## src/rtl/pte_chk_pkg.sv

```systemverilog
// Shared encodings for the page table entry access checker.
// Assumes a fixed flag layout in the low entry bits; the key and frame
// positions follow from the key width chosen in the top module.
package pte_chk_pkg;

    typedef enum logic [1:0] {
        ACC_LOAD  = 2'd0,
        ACC_STORE = 2'd1,
        ACC_FETCH = 2'd2,
        ACC_RSVD  = 2'd3
    } acc_kind_e;

    typedef enum logic [2:0] {
        CAUSE_NONE   = 3'd0,
        CAUSE_ABSENT = 3'd1,
        CAUSE_PRIV   = 3'd2,
        CAUSE_PERM   = 3'd3,
        CAUSE_KEY    = 3'd4
    } cause_e;

    localparam int unsigned BIT_VALID = 0;
    localparam int unsigned BIT_RD    = 1;
    localparam int unsigned BIT_WR    = 2;
    localparam int unsigned BIT_EX    = 3;
    localparam int unsigned BIT_USER  = 4;
    localparam int unsigned BIT_ACC   = 5;
    localparam int unsigned BIT_DIRTY = 6;
    localparam int unsigned KEY_LSB   = 7;

endpackage

```

## src/rtl/pte_fault_eval.sv

```systemverilog
// Fault evaluation: turns the entry flags, the key and the request kind into
// one cause code. Purely combinational. Assumes the caller has already sliced
// the flag fields out of the entry. The priority order is fixed.
module pte_fault_eval
    import pte_chk_pkg::*;
#(
    parameter int unsigned KEY_W = 8,
    localparam int unsigned NKEYS = 1 << KEY_W
) (
    input  logic             present,
    input  logic [2:0]       grant,      // {fetch, store, load}
    input  logic             user_page,
    input  logic [KEY_W-1:0] key,
    input  logic [1:0]       kind,
    input  logic             user_mode,
    input  logic [NKEYS-1:0] key_rd_deny,
    input  logic [NKEYS-1:0] key_wr_deny,
    output logic [2:0]       cause
);

    logic priv_bad;
    logic perm_bad;
    logic key_bad;

    // Decide which individual checks fail for this request kind.
    always_comb begin
        priv_bad = user_mode && !user_page;
        case (kind)
            ACC_LOAD:  perm_bad = !grant[0];
            ACC_STORE: perm_bad = !grant[1];
            ACC_FETCH: perm_bad = !grant[2];
            default:   perm_bad = 1'b1;
        endcase
        if (kind == ACC_STORE) key_bad = key_wr_deny[key];
        else                   key_bad = key_rd_deny[key];
    end

    // Report only the highest-priority failing check.
    always_comb begin
        if (!present)      cause = CAUSE_ABSENT;
        else if (priv_bad) cause = CAUSE_PRIV;
        else if (perm_bad) cause = CAUSE_PERM;
        else if (key_bad)  cause = CAUSE_KEY;
        else               cause = CAUSE_NONE;
    end

endmodule

```

## src/rtl/pte_status_update.sv

```systemverilog
// Status update: forms the entry as it must look after a successful access
// (accessed set, dirty also set for stores) and flags whether it changed.
// Assumes the result is discarded by the caller when the access faults.
module pte_status_update
    import pte_chk_pkg::*;
#(
    parameter int unsigned PTE_W = 64
) (
    input  logic [PTE_W-1:0] pte_in,
    input  logic [1:0]       kind,
    output logic [PTE_W-1:0] pte_out,
    output logic             changed
);

    // Set the status flags and compare with the original entry.
    always_comb begin
        pte_out          = pte_in;
        pte_out[BIT_ACC] = 1'b1;
        if (kind == ACC_STORE) pte_out[BIT_DIRTY] = 1'b1;
        changed = (pte_out != pte_in);
    end

endmodule

```

## src/rtl/pte_addr_form.sv

```systemverilog
// Address formation: joins the frame number with the untranslated page
// offset. Assumes the frame width plus offset width equals the output width.
module pte_addr_form #(
    parameter int unsigned PFN_W  = 33,
    parameter int unsigned OFF_W  = 13,
    localparam int unsigned PA_W  = PFN_W + OFF_W
) (
    input  logic [PFN_W-1:0] frame,
    input  logic [OFF_W-1:0] offset,
    output logic [PA_W-1:0]  paddr
);

    // Concatenate frame and offset.
    always_comb paddr = {frame, offset};

endmodule

```

## src/rtl/pte_check_unit.sv

```systemverilog
// Top of the entry access checker. Slices the entry, evaluates faults,
// forms the address and the updated entry, and registers one response per
// request. Assumes the entry was already fetched for this access and that
// a response is consumed in the cycle it is shown.
module pte_check_unit
    import pte_chk_pkg::*;
#(
    parameter int unsigned PTE_W   = 64,
    parameter int unsigned PA_W    = 46,
    parameter int unsigned PG_BITS = 13,
    parameter int unsigned KEY_W   = 8,
    localparam int unsigned PFN_W     = PA_W - PG_BITS,
    localparam int unsigned FRAME_LSB = KEY_LSB + KEY_W,
    localparam int unsigned NKEYS     = 1 << KEY_W
) (
    input  logic               clk,
    input  logic               rst_n,
    input  logic               req_valid,
    input  logic [PTE_W-1:0]   req_pte,
    input  logic [1:0]         req_kind,
    input  logic               req_user,
    input  logic [PG_BITS-1:0] req_offset,
    input  logic [NKEYS-1:0]   key_rd_deny,
    input  logic [NKEYS-1:0]   key_wr_deny,
    output logic               resp_valid,
    output logic               resp_fault,
    output logic [2:0]         resp_cause,
    output logic [PA_W-1:0]    resp_paddr,
    output logic               resp_wb,
    output logic [PTE_W-1:0]   resp_wb_pte
);

    logic [2:0]       cause_c;
    logic [PA_W-1:0]  paddr_c;
    logic [PTE_W-1:0] upd_pte_c;
    logic             upd_changed_c;
    logic             ok_c;

    pte_fault_eval #(
        .KEY_W (KEY_W)
    ) u_fault (
        .present     (req_pte[BIT_VALID]),
        .grant       ({req_pte[BIT_EX], req_pte[BIT_WR], req_pte[BIT_RD]}),
        .user_page   (req_pte[BIT_USER]),
        .key         (req_pte[KEY_LSB +: KEY_W]),
        .kind        (req_kind),
        .user_mode   (req_user),
        .key_rd_deny (key_rd_deny),
        .key_wr_deny (key_wr_deny),
        .cause       (cause_c)
    );

    pte_addr_form #(
        .PFN_W (PFN_W),
        .OFF_W (PG_BITS)
    ) u_addr (
        .frame  (req_pte[FRAME_LSB +: PFN_W]),
        .offset (req_offset),
        .paddr  (paddr_c)
    );

    pte_status_update #(
        .PTE_W (PTE_W)
    ) u_status (
        .pte_in  (req_pte),
        .kind    (req_kind),
        .pte_out (upd_pte_c),
        .changed (upd_changed_c)
    );

    // Success when no check failed.
    always_comb ok_c = (cause_c == CAUSE_NONE);

    // Register one response per request; idle cycles give all zeros.
    always_ff @(posedge clk) begin
        if (!rst_n) begin
            resp_valid  <= 1'b0;
            resp_fault  <= 1'b0;
            resp_cause  <= CAUSE_NONE;
            resp_paddr  <= '0;
            resp_wb     <= 1'b0;
            resp_wb_pte <= '0;
        end else if (req_valid) begin
            resp_valid  <= 1'b1;
            resp_fault  <= !ok_c;
            resp_cause  <= cause_c;
            resp_paddr  <= ok_c ? paddr_c : '0;
            resp_wb     <= ok_c && upd_changed_c;
            resp_wb_pte <= (ok_c && upd_changed_c) ? upd_pte_c : '0;
        end else begin
            resp_valid  <= 1'b0;
            resp_fault  <= 1'b0;
            resp_cause  <= CAUSE_NONE;
            resp_paddr  <= '0;
            resp_wb     <= 1'b0;
            resp_wb_pte <= '0;
        end
    end

endmodule

```

## config.mk

```make
export PLATFORM = sky130hd
export DESIGN_NAME = pte_check_unit
export DESIGN_NICKNAME = d
export VERILOG_FILES = /design/src/rtl/pte_chk_pkg.sv /design/src/rtl/pte_fault_eval.sv /design/src/rtl/pte_status_update.sv /design/src/rtl/pte_addr_form.sv /design/src/rtl/pte_check_unit.sv
export SDC_FILE = /design/constraint.sdc
export NUM_CORES = 1
export LEC_CHECK = 0
export BUFFER_PORTS_ARGS = -buffer_cell sky130_fd_sc_hd__buf_2
export CORE_AREA = 2 2 279 281
export CTS_CLUSTER_DIAMETER = 60
export DETAILED_ROUTE_END_ITERATION = 10
export DIE_AREA = 0 0 281 283
export PLACE_DENSITY_LB_ADDON = 0.05
export SLEW_MARGIN = 20
export SYNTH_ARGS = -nofsm -noshare
export SYNTH_HDL_FRONTEND = slang
export SYNTH_SLANG_ARGS = --single-unit
```

## constraint.sdc

```tcl
create_clock -name clk -period 3.94 [get_ports clk]
set_clock_uncertainty 0.15 [all_clocks]
set_input_delay 0.788 -clock clk [delete_from_list [all_inputs] [get_ports clk]]
set_output_delay 0.788 -clock clk [all_outputs]
set_load 0.05 [all_outputs]
```

==> results.toml <==
[sta]
hold_viol = 0
slew_headroom = 0.606
max_freq_mhz = 271
worst_slew_pin_slew_ns = 0.574
fin_crit_ns = 3.69
grt_setup_unrepaired = "no"
slew_viol_final = 0
setup_viol = 0
period_share = 0.937

[floorplanning]
start_util = 0.102
coreArea_um2 = 76700
pin_count = 711
dieArea_um2 = 79500
rows = 102
die_h_um = 283
die_w_um = 281

[synth]
ys_ff_latch = 115
synth.most_common_cell = "mux2i_1"
ys_seq_area_frac = 0.293
synthCells = 727
syn_avg_cell_area_um2 = 10.8
synth_edf_count = 0
yosysTopAreaCellShare = 0.293
syn_nets = 1322
ys_top_cells_by_count = "mux2i_1 (143), dfxtp_1 (115), nor2b_1 (66)"
yosys.area.top_type = "dfxtp_1"
yosys_warnings = 0
ys_top_cells_by_area = "dfxtp_1 (29%), mux4_2 (18%), mux2i_1 (18%)"
synth_cell_type_count = 46
ys.flop_type = "dfxtp_1"
syn_area_um2 = 7860
async_flop_share = 0

[clocking]
cts_setup_buffers = 0
clk_path_buf_depth = 2
clock_sinks = 115
cts_tree = "done"
ctsHoldBuffers = 0
cts_buffers = 17
cts_resized = 0
htree_levels = 4
clkTransAtPathRegs_ns = 0.06
cts_root_buffer = "clkbuf_16"

[power_and_ir_drop]
vdd_drop_max_uv = 207
leakage_nw = 6.80
pwr-share-comb = 0.295
switching_share = 0.300
p_switching_mw = 1.11
clkPwrFrac = 0.388
p_int_mw = 2.59
powerDensity_nw_per_um2 = 272
seq_power_share = 0.318
finalPower_mw = 3.70

[global_routing]
globalRouteOverflowTotal = 0
grt_use_total = 0.141
grt_max_degree = 50
first_global_vias = 10230
grt_pass1_wl_um = 78000
grt_antenna_before_repair = 29

[setup_path]
crit_path_end_kind = "register"
worstPathRequired_ns = 4.15
crit_type = "input port to register"
cp-start-kind = "input port"
path_max_fanout = 49
arrival_ns = 3.90

[placed_design]
post-dp-hpwl_um = 50200
placed_cell_area_um2 = 13000
gp_congestion = 0.828
io_buffers = 710

[route]
first_iter_violations = 274
viasPerCell = 3.59
vias = 9087
wirelength_um = 57800
wl_per_cell_um = 22.8
drc = 0
drt-pass1-iter-count = 4
ant_nets = 0

[job]
drv_cap = 0

[finish]
drive_gt1_frac = 0.609
fin_nets = 2062
nFillCells = 8761
areaGrowthSynthToFinish_pct = 73.1
stdcell_area_um2 = 13600

[worst_hold_path]
hp-class = "input port to register"

[run_status]
status = "finished clean"
[cell families (layout without fill, tap and decap cells)]
| logic type | after synthesis | after routing | synth area share |
|---|---|---|---|
| mux | 216 | 216 | 0.390 |
| simple gates | 213 | 213 | 0.152 |
| flops | 115 | 115 | 0.293 |
| compound gates | 103 | 103 | 0.0950 |
| buf+inv | 80 | 833 | 0.0701 |
| other cells | 0 | 14 | 0 |
[area by class of cell]
type                            count  area, um^2  share of cell area
Antenna cell                       14        35.0             0.00257
Clock buffer                       19         433              0.0318
Timing Repair Buffer              793        4380               0.322
Inverter                            8        30.0             0.00221
Tap cell                         1040        1300              0.0956
Clock inverter                     13         113             0.00828
Multi-Input combinational cell    532        5010               0.368
Sequential cell                   115        2300               0.169
[per-layer routing]
| metal | routed length [um] | up-vias | GRT usage |
|---|---|---|---|
| li1 | - | 4280 | - |
| met3 | 4190 | 57 | 0.0437 |
| met5 | 115 | - | 0 |
| met1 | 21400 | 4300 | 0.146 |
| met4 | 779 | 18 | 0.0368 |
| met2 | 31300 | 432 | 0.269 |
[power groups by stage]
| stage | sequential, mW | combinational (mW) | clock (mW) |
|---|---|---|---|
| floorplan | 1.24 | 0.473 | 0 |
| finish | 1.18 | 1.09 | 1.43 |
| global placement | 1.20 | 1.13 | 0 |
| detailed placement | 1.20 | 1.13 | 0 |
| global route | 1.18 | 1.19 | 1.56 |
| CTS | 1.18 | 1.13 | 1.51 |
[cells in the final DEF, fill, tap and decap left out, drive strengths merged, types with 3 or more instances in the layout]
master / count
a21oi: 20
a22oi: 56
a31oi: 9
a41oi: 4
and2: 4
and3: 48
buf: 793
clkbuf: 19
clkinv: 5
clkinvlp: 6
dfxtp: 115
diode: 14
inv: 9
mux2: 3
mux2i: 143
mux4: 70
nand2: 37
nand2b: 3
nand3: 23
nand3b: 3
nand4: 3
nor2: 14
nor2b: 66
nor3: 4
o21ai: 3
[sequential cells by signal (all words and copies together), names as in the netlist]
signal	flops
resp_cause	3
resp_wb_pte	63
resp_valid	1
resp_fault	1
resp_paddr	46
resp_wb	1
[worst paths after layout]
check,slack [ns],start,to,depth (start not counted)
worst max-delay path,0.25,req_pte[7],resp_paddr[27]$_SDFF_PN0_,14
worst min-delay path,0.42,req_pte[63],resp_wb_pte[63]$_SDFF_PN0_,2
[stage by stage]
step,setup TNS [ns],hold WS [ns],setup WS [ns],std cells,util
3_3_place_gp,-39.82,0.848,-0.379,2488,0.170
4_1_cts,0,0.384,0.0906,2520,0.177
5_1_grt,0,0.398,0.0453,2530,0.177
6_report,0,0.422,0.249,2534,0.177
2_1_floorplan,0,0.730,0.620,727,-
3_5_place_dp,-38.96,0.852,-0.378,2488,0.170
[critical path: stages]
cell and delay (ns):
buf_4 0.14, buf_12 0.25, buf_12 0.23, buf_4 0.14, mux2i_1 0.51, nand3_1 0.14
nand4_1 0.17, nand4b_1 0.15, a211oi_1 0.42, buf_4 0.19, o41ai_2 0.06, nand3_2 0.20
buf_12 0.24, and3_1 0.20
Power figures use the tool's default switching activity.
